==> config.mk <==
export PLATFORM = sky130hd
export DESIGN_NAME = coin_gate
export DESIGN_NICKNAME = d
export VERILOG_FILES = /design/src/rtl/coin_pkg.sv /design/src/rtl/coin_step.sv /design/src/rtl/credit_store.sv /design/src/rtl/release_reg.sv /design/src/rtl/coin_gate.sv
export SDC_FILE = /design/constraint.sdc
export NUM_CORES = 1
export LEC_CHECK = 0
export ABC_AREA = 1
export BUFFER_PORTS_ARGS = -buffer_cell sky130_fd_sc_hd__buf_4
export CORE_AREA = 2 2 39 41
export DETAILED_ROUTE_END_ITERATION = 8
export DIE_AREA = 0 0 41 43
export PLACE_DENSITY = 0.35
export REMOVE_ABC_BUFFERS = 1
export SLEW_MARGIN = 0
export SYNTH_ARGS = -nofsm -noshare
export SYNTH_HDL_FRONTEND = slang
export SYNTH_SLANG_ARGS = --single-unit
export TNS_END_PERCENT = 30
==> constraint.sdc <==
create_clock -name clk -period 2.25 [get_ports clk]
set_clock_uncertainty 0.2 [all_clocks]
set_input_delay 0.1125 -clock clk [delete_from_list [all_inputs] [get_ports clk]]
set_output_delay 0.1125 -clock clk [all_outputs]
set_load 0.01 [all_outputs]
==> src/rtl/coin_pkg.sv <==
package coin_pkg;

    localparam int unsigned LEVEL_W = 2;
    localparam int unsigned NUM_LEVELS = 1 << LEVEL_W;

    typedef enum logic [LEVEL_W-1:0] {
        CR_0  = 2'd0,
        CR_5  = 2'd1,
        CR_10 = 2'd2,
        CR_15 = 2'd3
    } credit_e;

    typedef struct packed {
        logic small_coin;
        logic large_coin;
    } coin_t;

    // Next credit level for one cycle of coin input; the top level absorbs all coins.
    function automatic credit_e credit_add(credit_e cur, coin_t coin);
        credit_e nxt;
        nxt = cur;
        if (cur != CR_15) begin
            if (coin.large_coin) begin
                nxt = (cur == CR_0) ? CR_10 : CR_15;
            end else if (coin.small_coin) begin
                nxt = credit_e'(cur + 2'd1);
            end
        end
        return nxt;
    endfunction

    function automatic logic [NUM_LEVELS-1:0] to_onehot(credit_e lvl);
        return NUM_LEVELS'(1) << lvl;
    endfunction

    function automatic credit_e from_onehot(logic [NUM_LEVELS-1:0] oh);
        credit_e lvl;
        lvl = CR_0;
        for (int i = 0; i < NUM_LEVELS; i++) begin
            if (oh[i]) lvl = credit_e'(i);
        end
        return lvl;
    endfunction

endpackage

==> src/rtl/coin_step.sv <==
module coin_step
    import coin_pkg::*;
(
    input  credit_e cur_credit,
    input  coin_t   coin,
    output credit_e nxt_credit,
    output logic    nxt_full
);

    always_comb begin
        nxt_credit = credit_add(cur_credit, coin);
        nxt_full   = (nxt_credit == CR_15);
    end

endmodule

==> src/rtl/credit_store.sv <==
module credit_store
    import coin_pkg::*;
#(
    parameter bit ONEHOT = 1'b0
) (
    input  logic    clk,
    input  logic    rst,
    input  credit_e nxt_credit,
    output credit_e cur_credit,
    output logic    full
);

    localparam int unsigned STATE_W = ONEHOT ? NUM_LEVELS : LEVEL_W;

    generate
        if (ONEHOT) begin : g_onehot
            logic [STATE_W-1:0] oh_q;

            always_ff @(posedge clk) begin
                if (rst) oh_q <= to_onehot(CR_0);
                else     oh_q <= to_onehot(nxt_credit);
            end

            always_comb begin
                cur_credit = from_onehot(oh_q);
                full       = oh_q[CR_15];
            end

            // one-hot state keeps exactly one flop set
            a_r9_onehot_valid: assert property (@(posedge clk) disable iff (rst)
                $countones(oh_q) == 1);
        end else begin : g_binary
            logic [STATE_W-1:0] bin_q;

            always_ff @(posedge clk) begin
                if (rst) bin_q <= CR_0;
                else     bin_q <= nxt_credit;
            end

            always_comb begin
                cur_credit = credit_e'(bin_q);
                full       = bin_q[1] & bin_q[0];
            end
        end
    endgenerate

    // reset lands in the zero-credit level
    a_r1_reset_zero: assert property (@(posedge clk)
        rst |=> cur_credit == CR_0);

    // the top level is held until reset
    a_r7_hold_full: assert property (@(posedge clk) disable iff (rst)
        cur_credit == CR_15 |=> cur_credit == CR_15);

endmodule

==> src/rtl/release_reg.sv <==
module release_reg (
    input  logic clk,
    input  logic rst,
    input  logic nxt_full,
    output logic release_q
);

    always_ff @(posedge clk) begin
        if (rst) release_q <= 1'b0;
        else     release_q <= nxt_full;
    end

endmodule

==> src/rtl/coin_gate.sv <==
module coin_gate
    import coin_pkg::*;
#(
    parameter bit ONEHOT = 1'b0
) (
    input  logic clk,
    input  logic rst,
    input  logic nickel_i,
    input  logic dime_i,
    output logic release_o,
    output logic release_reg_o
);

    coin_t   coin;
    credit_e cur_credit;
    credit_e nxt_credit;
    logic    nxt_full;
    logic    full;

    always_comb begin
        coin.small_coin = nickel_i;
        coin.large_coin = dime_i;
    end

    coin_step i_step (
        .cur_credit (cur_credit),
        .coin       (coin),
        .nxt_credit (nxt_credit),
        .nxt_full   (nxt_full)
    );

    credit_store #(.ONEHOT(ONEHOT)) i_store (
        .clk        (clk),
        .rst        (rst),
        .nxt_credit (nxt_credit),
        .cur_credit (cur_credit),
        .full       (full)
    );

    release_reg i_rel (
        .clk       (clk),
        .rst       (rst),
        .nxt_full  (nxt_full),
        .release_q (release_reg_o)
    );

    assign release_o = full;

    // no coin keeps the credit level
    a_r5_idle_hold: assert property (@(posedge clk) disable iff (rst)
        (!nickel_i && !dime_i) |=> $stable(cur_credit));

    // a lone small coin from zero lands on 5
    a_r2_small_step: assert property (@(posedge clk) disable iff (rst)
        (cur_credit == CR_0 && nickel_i && !dime_i) |=> cur_credit == CR_5);

    // a combined pulse from zero lands on 10
    a_r4_both_large: assert property (@(posedge clk) disable iff (rst)
        (cur_credit == CR_0 && nickel_i && dime_i) |=> cur_credit == CR_10);

    // the registered release agrees with the state-decoded release
    a_r8_regs_agree: assert property (@(posedge clk) disable iff (rst)
        release_o == release_reg_o);

endmodule

Yosys cells after proc, flatten, opt, wreduce, memory -nomap -nowiden:

Cells that the tools add are included.

* bits of input ports: 4
* output and inout bits: 2
* flip-flop bits (word level): 3
* logic and storage cells: 11

* equality and inequality tests: 2
* add/subtract/negate cells: 1
* mux-type cells: 4
* bitwise operators: 1
* reduce and logical (&&, ||, !) cells: 1

Operators with widths (count)
* $mux W2: 3
* $add A2 B1 Y2 const B: 1
* $eq A2 B2 Y1 const B: 1
* $logic_not A2 Y1: 1
* $ne A2 B2 Y1 const B: 1
* $and A1 B1 Y1: 1
* $mux W1: 1

Logic depth before layout (Yosys ltp):

Gate-level depths: netlist of run 1.

* depth in word-level cells: 5
* mapped depth: 7
* depth with buffers taken out: 7

Cells and area by module:

Synthesis of run 1 repeated with hierarchy kept, for this count alone.

* cell total of the unflattened synthesis: 33
* area, all modules: 210.2 um2

Modules (own cells, without submodules)
* coin_step: instances 1, sequential area each 0.0 um2, area each 117.6 um2, cells each 22
* credit_store: instances 1, sequential area each 40.0 um2, area each 62.6 um2, cells each 8
* release_reg: instances 1, sequential area each 20.0 um2, area each 30.0 um2, cells each 3

Worst setup path before layout of run 1:

No wires, ideal clock.

* kind: register to register
* start: register i_store.g_binary.bin_q[0], in the netlist i_store.cur_credit[0]
* end: register i_rel.release_q
* buffers on the path: 0
* clock period less this slack: 1.206 ns
* path slack: 1.044 ns
* cell stages (with the launch flop): 7
* data required time: 1.938 ns
* setup time: 0.112 ns
* arrival: 0.894 ns
* path through: dfxtp_1 > inv_1 > ha_1 > nand3_1 > nand3_1 > nand2_1 > nor2_1

* cells in the longest elaborated chain, start to end: 5
* elaborated cells on any way between the ends: 8
* those cells by class: add/sub: 1; eq/ne: 2; mux: 4; reduce/logical: 1

Ends and longest elaborated chain
* start: declaration: RTL line credit_store.sv:33 `logic [STATE_W-1:0] bin_q;`
* start signal: assignment: RTL line credit_store.sv:37 `else bin_q <= nxt_credit;`
* $add A2 B1 Y2 or $logic_not A2 Y1 (tied branches): RTL line coin_pkg.sv:26, coin_pkg.sv:24
* $mux W2 or $mux W1 (tied branches): RTL line coin_pkg.sv:25, coin_pkg.sv:24
* $mux W2: RTL line coin_pkg.sv:23 `if (coin.large_coin) begin`
* $mux W2 *: RTL line coin_pkg.sv:22 `if (cur != CR_15) begin`
* $eq A2 B2 Y1 *: RTL line coin_step.sv:12 `nxt_full = (nxt_credit == CR_15);`
* end signal: assignment: RTL line release_reg.sv:10 `else release_q <= nxt_full;`
* end: declaration: RTL line release_reg.sv:5 `output logic release_q`

Mark *: on every way between the ends. The rest lies on a longest branch, timed or not.
A chain may end at the register's enable or synchronous reset.

Worst setup path after layout of run 1:

Same ends and word-level chain as after synthesis.

==> results of run 1 <==
[worst paths after layout]
path	slack, ns	depth (start not counted)	endpoint	startpoint
max	0.97	6	i_rel.release_q	i_store.cur_credit[0]
min	0.04	5	i_store.cur_credit[1]	dime_i
max reg2reg	0.97	6	i_rel.release_q	i_store.cur_credit[0]
min reg2reg	0.40	4	i_store.cur_credit[1]	i_store.cur_credit[1]
[metal layers]
| layer | wire [um] | vias to the layer above | global-route usage [%] |
|---|---|---|---|
| met5 | 0 | - | 0 |
| met4 | 0 | 0 | 6.00 |
| met3 | 30 | 0 | 1.57 |
| met2 | 152 | 5 | 8.13 |
| met1 | 147 | 72 | 6.73 |
| li1 | - | 98 | - |
[kinds of logic (layout without fill, tap and decap cells)]
logic type / count (synthesis) / after routing / synth area share, %
fa+ha+maj: 2 / 2 / 14.8
compound gates: 1 / 1 / 2.96
buf+inv: 6 / 16 / 13.3
flops: 3 / 3 / 35.6
simple gates: 14 / 14 / 33.3
[worst max-delay path, cell delays in order, from the launching register on]
cell     delay [ns]
dfxtp_1        0.34
inv_1          0.06
ha_1           0.28
nand3_1        0.08
nand3_1        0.08
nand2_1        0.08
nor2_1         0.04
[layout make-up]
cell class | instances | area [um^2]
Sequential cell | 3 | 60.1
Tap cell | 16 | 20.0
Fill cell | 164 | 1120
Inverter | 6 | 22.5
Multi-Input combinational cell | 17 | 86.3
Timing Repair Buffer | 6 | 47.5
Clock buffer | 4 | 26.3
[through the flow]
stage | utilization, % | hold slack (ns) | instance area [um^2] | setup WS, ns
4_1_cts | 19.0 | 0.0407 | 263 | 0.963
3_3_place_gp | 16.4 | 0.0846 | 226 | 0.955
3_5_place_dp | 16.4 | 0.0817 | 226 | 0.971
2_1_floorplan | - | -0.0151 | 169 | 1.04
6_report | 19.0 | 0.0426 | 263 | 0.974
5_1_grt | 19.0 | 0.0973 | 263 | 0.856
[Yosys cell counts]
master	count
nor2_1	2
inv_2	1
nand2_1	9
inv_1	5
ha_1	2
nand3_1	3
dfxtp_1	3
o21ai_0	1
[registers in the layout (all words and copies together), names as in the netlist]
name                count
i_rel.release_q         1
i_store.cur_credit      2
[timing repair]
action	in CTS	in global routing
endpoints found under the setup margin	0	0
hold endpoints to repair	3	0
buffers inserted	0	0
hold buffers	1	0
[report_power, final]
part / leakage (nW) / total [mW] / internal (mW) / switching [mW]
registers: 0.0250 / 0.0637 / 0.0602 / 0.00350
logic: 0.110 / 0.0399 / 0.0191 / 0.0208
clock network: 0.0150 / 0.0921 / 0.0663 / 0.0257
total: 0.150 / 0.196 / 0.146 / 0.0500
==> flow_metrics.py, run 1 <==
metrics = {
    "outcome": {
        "run_status": "finished clean",
    },
    "grt": {
        "grt_use_total_pct": 5.92,
        "grt_pass1_wl_um": 669,
        "grt_max_degree": 6,
        "grt-ovfl-total": 0,
        "antenna_found_initial": 0,
        "grt_pass1_vias": 186,
    },
    "logic_synthesis": {
        "seq_area_frac_synth_pct": 35.6,
        "yosys_warnings": 0,
        "yosysUniqueCellTypes": 8,
        "synthCells": 26,
        "syn_area_um2": 169,
        "synth.area.top_cells": "dfxtp_1 36%, nand2_1 20%, ha_1 15%",
        "syn_avg_cell_area_um2": 6.50,
        "synth_top_area_cell": "dfxtp_1",
        "synth_top_area_share_pct": 35.6,
        "ys_ff_latch": 3,
    },
    "clock_network": {
        "ctsResizeCount": 0,
        "ctsRootBufferMaster": "clkbuf_4",
        "numCtsBuffers": 3,
        "cts_tree": "built",
        "cts_max_level": 1,
        "cts_buffer_depth": 2,
        "clk_pin_slew_ns": 0.04,
        "clock_latency_ns": 0.23,
        "cts_sinks": 3,
    },
    "route": {
        "totalWireLength_um": 329,
        "vias": 175,
        "drt_iter0_markers": 0,
        "routed_via_density": 3.37,
        "ant_nets": 0,
        "drc_errors": 0,
        "drt_first_pass_iters": 1,
        "wire_per_inst_um": 6.33,
    },
    "timing": {
        "slew_headroom_pct": 90.8,
        "fin_crit_sh_pct": 56.7,
        "max_freq_mhz": 784,
        "finalMaxSlewViolations": 0,
        "period_minus_slack_ns": 1.28,
        "setup_viol": 0,
        "rsz0062_at_grt": "false",
        "hold_viol_final": 0,
        "tightest_slew_ns": 0.137,
        "finalSetupTns_ns": 0,
    },
    "floorplanning": {
        "rows": 14,
        "dieHeight_um": 43,
        "dieWidth_um": 41,
        "die_area_um2": 1760,
        "core-area_um2": 1380,
        "num_io_pins": 6,
        "initial_core_util_pct": 12.2,
    },
    "placement": {
        "globalplace.congestion": 0.579,
        "placement.io_buffers": 5,
        "dp_cells": 47,
    },
    "power_and_ir_drop": {
        "pwr_density_cell_nw_per_um2": 744,
        "peakVddDrop_uv": 176,
        "cellLeakagePower_nw": 0.150,
        "p_total_uw": 196,
    },
    "job": {
        "maxCapViolCount": 0,
    },
    "cells_and_area": {
        "final_cells": 52,
        "final_cell_mix": "9 x nand2_1, 5 x inv_1, 5 x buf_4",
        "synthToLayoutAreaGrowth_pct": 55.6,
        "finish.net_count": 43,
        "n_antenna_cell": 0,
        "layout_commonest_cell": "nand2_1",
        "drive_gt1_share_pct": 25.0,
    },
    "critical_path": {
        "crit_fanout": 3,
        "startpoint_type": "flip-flop",
        "required_ns": 2.17,
        "arrival_ns": 1.20,
        "criticalPathCategory": "reg2reg",
        "end_kind": "flip-flop",
    },
    "hold_path": {
        "hold_path_class": "in2reg",
    },
}
(Power assumes the default switching activity.)
==> inputs of run 2 (changes only) <==
==> constraint.sdc (replaced) <==
create_clock -name clk -period 1.3 [get_ports clk]
set_clock_uncertainty 0.2 [all_clocks]
set_input_delay 0.065 -clock clk [delete_from_list [all_inputs] [get_ports clk]]
set_output_delay 0.065 -clock clk [all_outputs]
set_load 0.01 [all_outputs]
==> run 2 against run 1 <==
Effect of this change: critical endpoint unchanged; largest cell class unchanged; die area is the same; sequential cell count stayed put; hold slack got worse by 0.030 ns; global-route usage is the same; first-iteration DRC count grew 8; sequential share of layout area down 1.3 points; critical path type unchanged.
==> flow_metrics.py, run 2 (synthesis results as in run 1) <==
metrics = {
    "floorplanning": {
        "dieHeight_um": 43,
        "num_io_pins": 6,
        "core-area_um2": 1380,
        "initial_core_util_pct": 12.2,
        "rows": 14,
        "die_area_um2": 1760,
        "dieWidth_um": 41,
    },
    "placement": {
        "globalplace.congestion": 0.596,
        "placement.io_buffers": 5,
        "dp.final_hpwl_um": 263,
    },
    "grt": {
        "grt_pass1_wl_um": 627,
        "grt_use_total_pct": 5.92,
        "grt-ovfl-total": 0,
        "grt_pass1_vias": 178,
        "grt_max_degree": 6,
        "antenna_found_initial": 0,
    },
    "timing": {
        "slew_headroom_pct": 91.3,
        "timing.hold.ws_ns": 0.0128,
        "period_minus_slack_ns": 1.24,
        "max_freq_mhz": 806,
        "tightest_slew_ns": 0.129,
        "fin_crit_sh_pct": 95.4,
        "finalMaxSlewViolations": 0,
        "hold_viol_final": 0,
        "setup_viol": 0,
    },
    "route": {
        "vias": 192,
        "routed_via_density": 3.62,
        "ant_nets": 0,
        "drt_first_pass_iters": 4,
        "totalWireLength_um": 383,
        "wire_per_inst_um": 7.23,
        "drc_errors": 0,
        "drt_iter0_markers": 8,
    },
    "cells_and_area": {
        "n_antenna_cell": 0,
        "drive_gt1_share_pct": 40.5,
        "final_util_pct": 21.0,
        "largest_reg_flops": 2,
        "finish.net_count": 44,
        "synthToLayoutAreaGrowth_pct": 71.9,
        "final_cell_mix": "8 x nand2_1, 5 x inv_1, 5 x buf_4, 3 x clkbuf_4",
        "layout_commonest_cell": "nand2_1",
    },
    "critical_path": {
        "rrSetupSlack_ns": 0.06,
        "required_ns": 1.22,
        "end_kind": "flip-flop",
        "cp_slowest_stage_delay_ns": 0.33,
        "cp_common_cell": "nand3_2",
        "criticalPathCategory": "reg2reg",
        "cp_top_family": "flip-flops",
        "crit_fanout": 3,
        "slowest_stage": "dfxtp_2",
        "startpoint_type": "flip-flop",
        "r2r-end": "i_rel.release_q",
        "cp_cell_sequence": "inv_1 -> ha_1 -> nand3_2 -> nand3_2 -> nand2_2 -> nor2_1",
        "worstRegToRegCells": 6,
        "path_buf_inv": 1,
        "r2r_start": "i_store.cur_credit[0]",
        "arrival_ns": 1.16,
    },
    "clock_network": {
        "post_cts_buffers": 0,
        "clock_latency_ns": 0.23,
        "ctsRootBufferMaster": "clkbuf_4",
        "cts_max_level": 1,
        "cts_buffer_depth": 2,
        "clk_pin_slew_ns": 0.03,
        "cts_tree": "built",
        "numCtsBuffers": 3,
        "cts_sinks": 3,
    },
    "hold_path": {
        "min-delay-start": "nickel_i",
        "holdPathEnd": "i_store.cur_credit[1]",
        "hold_path_class": "in2reg",
        "holdPathStages": 5,
    },
    "job": {
        "maxCapViolCount": 0,
    },
    "power_and_ir_drop": {
        "cellLeakagePower_nw": 0.157,
        "peakVddDrop_uv": 360,
        "pwr_density_cell_nw_per_um2": 1220,
    },
    "outcome": {
        "run_status": "finished clean",
    },
}
[run 2: worst max path at each step]
stage | from | end | depth (start not counted)
4_1_cts | i_store.cur_credit[0] | i_rel.release_q | 6
2_1_floorplan | i_store.cur_credit[0] | i_rel.release_q | 6
3_3_place_gp | i_store.cur_credit[0] | i_rel.release_q | 6
6_report | i_store.cur_credit[0] | i_rel.release_q | 6
5_1_grt | i_store.cur_credit[0] | i_rel.release_q | 6
3_5_place_dp | i_store.cur_credit[0] | i_rel.release_q | 6
[run 2: layout make-up]
class | count | area, um^2
tap | 16 | 20.0
sequential | 3 | 62.6
clock buffer | 4 | 26.3
inverter | 6 | 22.5
fill | 160 | 1090
timing repair buffer | 7 | 57.6
multi-input combinational | 17 | 101
[run 2: repair_timing]
item,4_1_cts,5_1_grt
gates resized for setup,0,6
endpoints found under the hold margin,3,0
setup endpoints to repair,0,2
hold buffers,2,0
[run 2: per-layer routing]
metal / global-route usage [%] / wire, um
met2: 7.19 / 186
met3: 3.14 / 33
met4: 8.00 / 4
met5: 0 / 0
met1: 5.77 / 159
[run 2: worst reg2reg max path: cells and delay by family (launching register included)]
| kind | cells | cell delay [ns] |
|---|---|---|
| adders and majority gates | 1 | 0.28 |
| and+or+nand+nor | 4 | 0.26 |
| buffers and inverters | 1 | 0.06 |
| DFF | 1 | 0.33 |
[run 2: per-stage QoR]
step	total power [mW]	setup WS (ns)	cell area, um^2	std cells	setup TNS [ns]
floorplan	0.153	0.0937	169	26	0
global placement	0.181	0.00150	226	47	0
detailed placement	0.179	0.0130	226	47	0
CTS	0.353	0.00703	273	53	0
global route	0.383	-0.00922	290	53	-0.0175
finish	0.354	0.0599	290	53	0
[run 2: report_power, final]
group / internal [mW] / switching (mW) / total [mW]
Clock: 0.115 / 0.0466 / 0.162
Combinational: 0.0388 / 0.0411 / 0.0799
Sequential: 0.106 / 0.00680 / 0.113
Total: 0.260 / 0.0945 / 0.354
==> inputs of run 3 (changes only) <==
==> constraint.sdc (replaced) <==
create_clock -name clk -period 1.6 [get_ports clk]
set_clock_uncertainty 0.2 [all_clocks]
set_input_delay 0.08 -clock clk [delete_from_list [all_inputs] [get_ports clk]]
set_output_delay 0.08 -clock clk [all_outputs]
set_load 0.01 [all_outputs]
==> run 3 against run 2 <==
Effect of this change: design area shrank 9.5%; first-iteration DRC count shrank 75%; hold slack gained 0.0012 ns; clock power shrank 18%.
==> flow_metrics.py, run 3 (synthesis results as in run 1) <==
metrics = {
    "timing": {
        "max_freq_mhz": 775,
        "fin_crit_sh_pct": 80.6,
        "period_minus_slack_ns": 1.29,
        "tightest_slew_ns": 0.130,
        "finalMaxSlewViolations": 0,
        "finalSetupTns_ns": 0,
        "hold_viol_final": 0,
        "rsz0062_at_grt": "false",
        "setup_viol": 0,
        "slew_headroom_pct": 91.3,
    },
    "critical_path": {
        "end_kind": "flip-flop",
        "required_ns": 1.52,
        "arrival_ns": 1.21,
        "criticalPathCategory": "reg2reg",
        "cp_cell_sequence": "inv_1 -> ha_1 -> nand3_1 -> nand3_1 -> nand2_1 -> nor2_1",
        "path_buf_inv": 1,
        "cp_slowest_stage_delay_ns": 0.35,
        "startpoint_type": "flip-flop",
        "cp_common_cell": "nand3_1",
        "slowest_stage": "dfxtp_1",
        "cp_top_family": "flip-flops",
        "crit_fanout": 3,
    },
    "clock_network": {
        "cts_buffer_depth": 2,
        "ctsResizeCount": 0,
        "clock_latency_ns": 0.23,
        "cts_sinks": 3,
        "hold_buffers": 1,
        "clk_pin_slew_ns": 0.04,
        "post_cts_buffers": 0,
        "cts_tree": "built",
        "numCtsBuffers": 3,
        "cts_max_level": 1,
        "ctsRootBufferMaster": "clkbuf_4",
    },
    "cells_and_area": {
        "synthToLayoutAreaGrowth_pct": 55.6,
        "final_cells": 52,
        "final_cell_mix": "9 x nand2_1, 5 x inv_1, 5 x buf_4",
        "layout_commonest_cell": "nand2_1",
        "drive_gt1_share_pct": 25.0,
        "fillers": 160,
        "n_antenna_cell": 0,
        "largest_reg_flops": 2,
        "finish.net_count": 43,
    },
    "power_and_ir_drop": {
        "switching_share_pct": 26.5,
        "p_clk_share_pct": 47.7,
        "pwr_density_cell_nw_per_um2": 1060,
        "p_int_uw": 205,
        "cellLeakagePower_nw": 0.150,
        "p_sw_uw": 73.7,
        "comb_power_share_pct": 20.0,
        "peakVddDrop_uv": 265,
        "seqPwrFrac_pct": 32.3,
        "p_total_uw": 279,
    },
    "placement": {
        "dp_cells": 47,
        "globalplace.congestion": 0.581,
        "placement.io_buffers": 5,
        "dp.final_hpwl_um": 271,
    },
    "grt": {
        "antenna_found_initial": 0,
        "grt_pass1_vias": 177,
        "grt_pass1_wl_um": 600,
        "grt-ovfl-total": 0,
        "grt_max_degree": 6,
        "grt_use_total_pct": 5.62,
    },
    "floorplanning": {
        "initial_core_util_pct": 12.2,
        "rows": 14,
        "dieWidth_um": 41,
        "num_io_pins": 6,
        "core-area_um2": 1380,
        "die_area_um2": 1760,
        "dieHeight_um": 43,
    },
    "hold_path": {
        "hold_path_class": "in2reg",
    },
    "route": {
        "wire_per_inst_um": 6.71,
        "drc_errors": 0,
        "routed_via_density": 3.38,
        "drt_iter0_markers": 2,
        "ant_nets": 0,
        "vias": 176,
        "totalWireLength_um": 349,
        "drt_first_pass_iters": 2,
    },
    "outcome": {
        "run_status": "finished clean",
    },
    "job": {
        "maxCapViolCount": 0,
    },
}
run 3: cell type report:
type                    count  area [um^2]  area share (%)
clock buffers               4         26.3            10.0
inverters                   6         22.5            8.57
multi-input cells          17         86.3            32.9
flip-flops and latches      3         60.1            22.9
well taps                  16         20.0            7.62
repair buffers              6         47.5            18.1
run 3: worst paths after layout:
check                           slack (ns)                     to  depth (start not counted)                   from
worst max-delay path                  0.31        i_rel.release_q                          6  i_store.cur_credit[0]
worst min-delay path                  0.01  i_store.cur_credit[1]                          5                 dime_i
worst max register to register        0.31        i_rel.release_q                          6  i_store.cur_credit[0]
worst min register to register        0.41  i_store.cur_credit[1]                          4  i_store.cur_credit[1]
run 3: power by group through the flow:
stage                     sequential, mW  combinational [mW]  clock [mW]
after global placement            0.0911              0.0564           0
after detailed placement          0.0914              0.0552           0
after CTS                         0.0902              0.0573       0.140
final                             0.0901              0.0557       0.133
after global routing              0.0911              0.0664       0.148
after floorplan                   0.0918              0.0322           0
run 3: per-stage QoR:
stage	utilization [%]	setup slack (ns)	hold slack (ns)	cell area, um^2
2_1_floorplan	-	0.394	-0.0476	169
3_3_place_gp	16.4	0.301	0.0516	226
3_5_place_dp	16.4	0.303	0.0479	226
4_1_cts	19.0	0.293	0.0209	263
5_1_grt	19.0	0.183	0.0787	263
6_report	19.0	0.310	0.0141	263
run 3: per-layer routing:
metal	wire [um]	global-route usage [%]
met1	179	5.47
met2	145	7.50
met3	24	3.14
met4	0	6.00
met5	0	0
run 3: worst reg2reg max path, cell delays in order (launching register included):
cell and delay [ns]:
dfxtp_1 0.35, inv_1 0.07, ha_1 0.28, nand3_1 0.08
nand3_1 0.08, nand2_1 0.08, nor2_1 0.04
